<file path="config.mk">
export PLATFORM = sky130hd
export DESIGN_NAME = d2s_narrow_tiefix
export DESIGN_NICKNAME = d
export VERILOG_FILES = /design/src/rtl/d2s_pkg.sv /design/src/rtl/d2s_round.sv /design/src/rtl/d2s_tiefix.sv /design/src/rtl/d2s_narrow_tiefix.sv
export SDC_FILE = /design/constraint.sdc
export NUM_CORES = 1
export LEC_CHECK = 0
export BUFFER_PORTS_ARGS = -buffer_cell sky130_fd_sc_hd__buf_2
export CORE_ASPECT_RATIO = 2
export CORE_MARGIN = 8
export CORE_UTILIZATION = 52
export CTS_CLUSTER_SIZE = 30
export DETAILED_ROUTE_END_ITERATION = 12
export PLACE_DENSITY_LB_ADDON = 0.08
export SLEW_MARGIN = 10
export SYNTH_ARGS = -nofsm -noshare
export SYNTH_HDL_FRONTEND = slang
export SYNTH_SLANG_ARGS = --single-unit
</file>
<file path="constraint.sdc">
create_clock -name clk -period 1.3 [get_ports clk]
set_clock_uncertainty 0.05 [all_clocks]
set_input_delay 0.065 -clock clk [delete_from_list [all_inputs] [get_ports clk]]
set_output_delay 0.065 -clock clk [all_outputs]
set_load 0.01 [all_outputs]
</file>
<file path="src/rtl/d2s_pkg.sv">
package d2s_pkg;
    parameter int WIDE_W   = 64;
    parameter int WIDE_EXP = 11;
    parameter int WIDE_MAN = 52;
    parameter int NAR_W    = 32;
    parameter int NAR_EXP  = 8;
    parameter int NAR_MAN  = 23;
    parameter int HALF_MAN = 10;

    localparam int BIAS_DELTA = (1 << (WIDE_EXP - 1)) - (1 << (NAR_EXP - 1));
    localparam int DROP       = WIDE_MAN - NAR_MAN;
    localparam int WIDE_TIE   = WIDE_MAN - HALF_MAN - 1;
    localparam int NAR_TIE    = NAR_MAN - HALF_MAN - 1;

    typedef enum logic {
        RND_NEAREST = 1'b0,
        RND_ZERO    = 1'b1
    } fix_mode_e;

    typedef struct packed {
        logic             valid;
        logic [NAR_W-1:0] bits;
    } stage_t;
endpackage

</file>
<file path="src/rtl/d2s_round.sv">
module d2s_round
    import d2s_pkg::*;
(
    input  logic [WIDE_W-1:0] wide_i,
    output logic [NAR_W-1:0]  nar_o,
    output logic              normal_o
);
    localparam logic [WIDE_EXP-1:0] EXP_ALL = '1;
    localparam logic [WIDE_EXP-1:0] EXP_LO  = WIDE_EXP'(BIAS_DELTA);
    localparam logic [WIDE_EXP-1:0] EXP_HI  = WIDE_EXP'(BIAS_DELTA + (1 << NAR_EXP) - 1);
    localparam logic [NAR_EXP-1:0]  NEXP_ALL = '1;

    logic                 sign;
    logic [WIDE_EXP-1:0]  exp_w;
    logic [WIDE_MAN-1:0]  man_w;
    logic [WIDE_EXP-1:0]  exp_diff;
    logic [NAR_MAN-1:0]   keep;
    logic                 guard;
    logic                 sticky;
    logic                 rnd_up;
    logic [NAR_W-1:0]     sum;

    always_comb begin
        sign     = wide_i[WIDE_W-1];
        exp_w    = wide_i[WIDE_W-2 -: WIDE_EXP];
        man_w    = wide_i[WIDE_MAN-1:0];
        exp_diff = exp_w - EXP_LO;
        keep     = man_w[WIDE_MAN-1 -: NAR_MAN];
        guard    = man_w[DROP-1];
        sticky   = |man_w[DROP-2:0];
        rnd_up   = guard & (sticky | keep[0]);
        sum      = {1'b0, exp_diff[NAR_EXP-1:0], keep} + NAR_W'(rnd_up);

        nar_o    = '0;
        normal_o = 1'b0;
        if (exp_w == EXP_ALL) begin
            if (man_w != '0)
                nar_o = {sign, NEXP_ALL, 1'b1, {(NAR_MAN-1){1'b0}}};
            else
                nar_o = {sign, NEXP_ALL, {NAR_MAN{1'b0}}};
        end else if (exp_w >= EXP_HI) begin
            nar_o = {sign, NEXP_ALL, {NAR_MAN{1'b0}}};
        end else if (exp_w <= EXP_LO) begin
            nar_o = {sign, {(NAR_W-1){1'b0}}};
        end else begin
            nar_o    = {sign, sum[NAR_W-2:0]};
            normal_o = (sum[NAR_W-2 -: NAR_EXP] != NEXP_ALL);
        end
    end
endmodule

</file>
<file path="src/rtl/d2s_tiefix.sv">
module d2s_tiefix
    import d2s_pkg::*;
(
    input  logic [NAR_W-1:0]  nar_i,
    input  logic [WIDE_TIE:0] wide_low_i,
    input  logic              apply_i,
    output logic [NAR_W-1:0]  nar_o
);
    always_comb begin
        nar_o = nar_i;
        if (apply_i) begin
            // sticky first, then tie clear
            nar_o[0] = nar_o[0] | (|wide_low_i[WIDE_TIE-1:0]);
            if (!wide_low_i[WIDE_TIE])
                nar_o[NAR_TIE] = 1'b0;
        end
    end
endmodule

</file>
<file path="src/rtl/d2s_narrow_tiefix.sv">
module d2s_narrow_tiefix
    import d2s_pkg::*;
(
    input  logic              clk,
    input  logic              rst_n,
    input  logic              in_valid,
    input  logic              in_mode,
    input  logic [WIDE_W-1:0] in_bits,
    output logic              out_valid,
    output logic [NAR_W-1:0]  out_bits
);
    localparam logic [WIDE_EXP-1:0] EXP_ALL = '1;
    localparam logic [WIDE_EXP-1:0] EXP_LO  = WIDE_EXP'(BIAS_DELTA);
    localparam logic [WIDE_EXP-1:0] EXP_HI  = WIDE_EXP'(BIAS_DELTA + (1 << NAR_EXP) - 1);

    logic [NAR_W-1:0] nar_plain;
    logic             nar_normal;
    logic             fix_apply;
    logic [NAR_W-1:0] nar_fixed;
    stage_t           stage_d, stage_q;

    d2s_round u_round (
        .wide_i   (in_bits),
        .nar_o    (nar_plain),
        .normal_o (nar_normal)
    );

    assign fix_apply = (fix_mode_e'(in_mode) == RND_NEAREST) && nar_normal;

    d2s_tiefix u_fix (
        .nar_i      (nar_plain),
        .wide_low_i (in_bits[WIDE_TIE:0]),
        .apply_i    (fix_apply),
        .nar_o      (nar_fixed)
    );

    always_comb begin
        stage_d       = stage_q;
        stage_d.valid = in_valid;
        if (in_valid)
            stage_d.bits = nar_fixed;
    end

    always_ff @(posedge clk or negedge rst_n) begin
        if (!rst_n)
            stage_q <= '0;
        else
            stage_q <= stage_d;
    end

    assign out_valid = stage_q.valid;
    assign out_bits  = stage_q.bits;

    logic [WIDE_EXP-1:0] in_exp;
    logic                in_man_nz;
    assign in_exp    = in_bits[WIDE_W-2 -: WIDE_EXP];
    assign in_man_nz = |in_bits[WIDE_MAN-1:0];

    a_r1_valid_follows: assert property (@(posedge clk) disable iff (!rst_n)
        in_valid |=> out_valid);
    a_r1_idle_holds: assert property (@(posedge clk) disable iff (!rst_n)
        !in_valid |=> (!out_valid && $stable(out_bits)));
    a_r6_nan_quiet: assert property (@(posedge clk) disable iff (!rst_n)
        (in_valid && in_exp == EXP_ALL && in_man_nz)
        |=> (out_bits[NAR_W-2:0] == {{NAR_EXP{1'b1}}, 1'b1, {(NAR_MAN-1){1'b0}}}));
    a_r5_inf_signed: assert property (@(posedge clk) disable iff (!rst_n)
        (in_valid && in_exp == EXP_ALL && !in_man_nz)
        |=> (out_bits == {$past(in_bits[WIDE_W-1]), {NAR_EXP{1'b1}}, {NAR_MAN{1'b0}}}));
    a_r7_flush_zero: assert property (@(posedge clk) disable iff (!rst_n)
        (in_valid && in_exp <= EXP_LO)
        |=> (out_bits[NAR_W-2:0] == '0));
    a_r8_sticky_lsb: assert property (@(posedge clk) disable iff (!rst_n)
        (in_valid && !in_mode && in_exp > EXP_LO && in_exp < EXP_HI
         && (|in_bits[WIDE_TIE-1:0]))
        |=> (out_bits[0] || out_bits[NAR_W-2 -: NAR_EXP] == {NAR_EXP{1'b1}}));
    a_r9_tie_clear: assert property (@(posedge clk) disable iff (!rst_n)
        (in_valid && !in_mode && in_exp > EXP_LO && in_exp < EXP_HI
         && !in_bits[WIDE_TIE])
        |=> (!out_bits[NAR_TIE] || out_bits[NAR_W-2 -: NAR_EXP] == {NAR_EXP{1'b1}}));
endmodule

</file>
==> reports/summary.md <==
STA classifies the critical path startpoint as an input port. The initial utilization of the core area, before any placement, comes to 52.57%. Ranked by total cell area, the synthesized netlist is headed by dfrtp_1 35%, xnor2_1 5.5%, xor2_1 4.8%. The clock-pin slew on the worst setup and hold paths is 0.08 ns, and the number of buffers and inverters on the critical path is 2. The tools report the critical path capture point type as a register.

The final layout contains routed wiring with a total length of 11.35 mm. On the final layout, the worst hold slack is 0.01188 ns. The synthesized netlist occupies a cell area of 2371 sq um.

The clock passes through at most 2 buffers. The biggest area consumer among synthesized cells was dfrtp_1. Synthesis-to-finish area growth: 71.66%. In this design, the stage delay of the slowest critical-path cell is 0.39 ns. Number of standard-cell rows in the floorplan: 35. For this design the ratio of total power to cell area is 717.9 nW/um^2. Summed over all failing endpoints, the final setup total negative slack is -2.779 ns. Detailed routing inserted a total of 3171 vias.

The max-slew headroom at the worst pin is 55.99%, and the max-capacitance violation count is 0. The global route total overflow was 0. In this run the worst hold path is classified as in -> reg.

In the finished design, the share of the clock period the worst path needs comes to 131.3%. During I/O placement, the number of pins put on the boundary was 101. The total of endpoints with negative setup slack in the final report was 29; the hold violation count in the final report was 0.

For the initial antenna violation count, the log shows 1. Setup repair after global routing could not meet its margin everywhere. The logs give 5 for the number of CTS-inserted buffers and 1.882 nW for the static leakage.

The run gives 0 as the max-slew violation count. The checks that failed: negative setup slack. The clock reaches the later pin of the worst-skew pair after 0.28 ns.

Global routing used 24.95% of the available tracks across all layers. The peak fanout along the critical path is 2. The register area share after synthesis came out at 34.83%. In this run the clock root is driven by a clkbuf_8. Dividing the synthesized area by the synthesized cell count gives 8.529 sq um.

The run gives 347 as the net count after synthesis. The flop and latch count out of synthesis was 33; the proportion of netlist area held by the largest area contributor was 34.83%. After the flow finishes, the layout carries non-filler instances totaling 511. Number of nets in the layout: 523. For this run, asynchronously set or reset flops after synthesis account for 100.0%.

In the routed design, unresolved DRC markers number 0. In the final layout, the share of cells above drive strength 1 is 57.80%. The die is 111.5 microns tall. The number of violations reported at the end of detailed-routing iteration 0 is 281, and the wire length of the first global-routing pass is 14.35 mm.

The total area inside the core boundary comes to 4511 sq um. The clock sink count is 33, and the minimum clock period is 1.707 ns. Static timing analysis puts the maximum clock frequency at 0.5857 GHz.

The flow ran to the end, but the final reports show violations. The worst-case IR drop observed on VDD is 0.6968 mV. Via count of the first global-routing pass: 3112. The tools report the detailed-router iteration count before antenna repair as 5.

In the final routed layout, each cell accounts on average for 22.21 microns. The commonest cells after synthesis are 33 x dfrtp_1, 26 x inv_1, 19 x nand3_1, 19 x nor2_1. Walking the worst path, the cells encountered are buf_2, buf_4, nor4_1, nand2_1, nor4_1, a2111oi_0, a21oi_1, a21oi_1. Data on the critical path arrives at its endpoint at 1.83 ns. In the routed layout, each cell is associated on average with a via count of 6.205. Counting tap cells, the placed design contains a total of 489 instances. During synthesis, Yosys emitted a total of 0 warnings. Routability-driven placement finished with a final weighted congestion of 0.9124.

TritonCTS built the clock tree. For the pin with the worst max-slew slack, the measured transition is 0.6435 ns. Detailed placement ended at an HPWL of 6.732 mm.

Yosys mapped a number of flops with a built-in enable equal to 0. The endpoint required time on the critical path came out at 1.42 ns. In the synthesized netlist the dominant register cell turns out to be dfrtp_1. The detail route stage leaves a number of antenna-violating nets equal to 0. Synthesis produced 278 cells. Setup slack of the critical path after layout: -0.4074 ns.

Die outline area: 7107 sq um. The H-tree was split into 2 levels. Measured along the x axis, the die boundary spans 63.75 microns. Yosys mapped the design onto 50 distinct sky130hd cell types. The number of buffers inserted by port buffering works out to 100. At the placement stage, the worst setup path has a slack of -0.5033 ns. The category of cells accounting for the largest share of critical-path delay is simple AND/OR/NAND/NOR gates. Among all stages on the critical path, the largest delay is contributed by nor4_1. The leading cell type by number of instances after synthesis was dfrtp_1. The worst setup path is of the in -> reg kind. Entering global routing, the biggest net connects 34 pins.
-- cell usage in the layout, fill, tap and decap left out, types with 10 or more instances in the layout --
cell type and n:
inv_1 26, xnor2_1 10, dfrtp_1 33, a21oi_1 15
o21ai_2 11, nor2_1 16, nand3_2 15, xor2_1 11
nand4_1 15, nor4_1 12, buf_4 72, buf_2 96
nand2_1 10
-- repair_timing --
| action | in CTS | in global routing |
|---|---|---|
| pin swaps | 19 | 15 |
| hold endpoints to repair | 34 | 0 |
| resized for setup | 37 | 41 |
| setup buffers | 6 | 5 |
| setup endpoints to repair | 27 | 30 |
| hold buffers | 2 | 0 |
| cloned | 1 | 0 |
-- cell families after synthesis --
| group | count (synthesis) | share of synthesized area (%) |
|---|---|---|
| multiplexers | 2 | 0.8971 |
| flip-flops | 33 | 34.83 |
| AO/OA/AOI/OAI | 53 | 12.82 |
| buffers and inverters | 39 | 7.229 |
| adder cells (fa/ha/maj) | 1 | 0.5276 |
| AND/OR/NAND/NOR | 122 | 33.35 |
| XOR/XNOR | 28 | 10.34 |
-- sequential cells by signal, indices dropped and copies added, names as in the netlist --
signal,cells
out_valid,1
out_bits,32
-- worst min-delay path: cells and delay by family --
kind,cells,cell delay [ns]
buffers and inverters,1,0.08
AND/OR/NAND/NOR,1,0.04
AO/OA/AOI/OAI,2,0.13
-- cell type report --
class                           count  area, sq um
Clock buffer                        6        72.57
Clock inverter                      2        10.01
Inverter                           26        97.59
Fill cell                         203        440.4
Sequential cell                    33        825.8
Multi-Input combinational cell    206         1790
Timing Repair Buffer              182         1202
Tap cell                           55        68.82
Antenna cell                        1        2.502
-- final timing paths --
check                            start      endpoint  slack (ns)  depth (start not counted)
setup / recovery           in_bits[48]  out_bits[22]       -0.41                          8
setup reg to reg           out_bits[0]   out_bits[0]        0.39                          3
hold / removal                 in_mode   out_bits[0]        0.01                          4
max in group asynchronous        rst_n  out_bits[30]        0.54                          3
hold reg to reg            out_bits[6]   out_bits[6]        0.46                          2
min in group asynchronous        rst_n  out_bits[11]        0.34                          3
-- routing by layer --
metal	global-route usage, %	vias up	routed length [microns]
met3	6.030	74	972
met1	24.79	1478	3859
met5	0	-	0
met4	11.84	0	723
met2	46.12	266	5792
li1	-	1353	-
-- per-stage QoR --
step	total power [mW]	utilization, %	instance area (sq um)
floorplan	1.497	-	2460
global placement	1.924	76.98	3472
detailed placement	1.955	76.98	3472
CTS	2.788	84.38	3806
global route	3.019	90.24	4070
finish	2.922	90.24	4070
-- power breakdown --
part           total [mW]  leakage [nW]  internal [mW]  switching (mW)
Combinational       0.974          1.42          0.436           0.538
Sequential           1.16         0.415           1.11          0.0506
Clock               0.785        0.0450          0.372           0.413
Power figures use the tool's default switching activity.
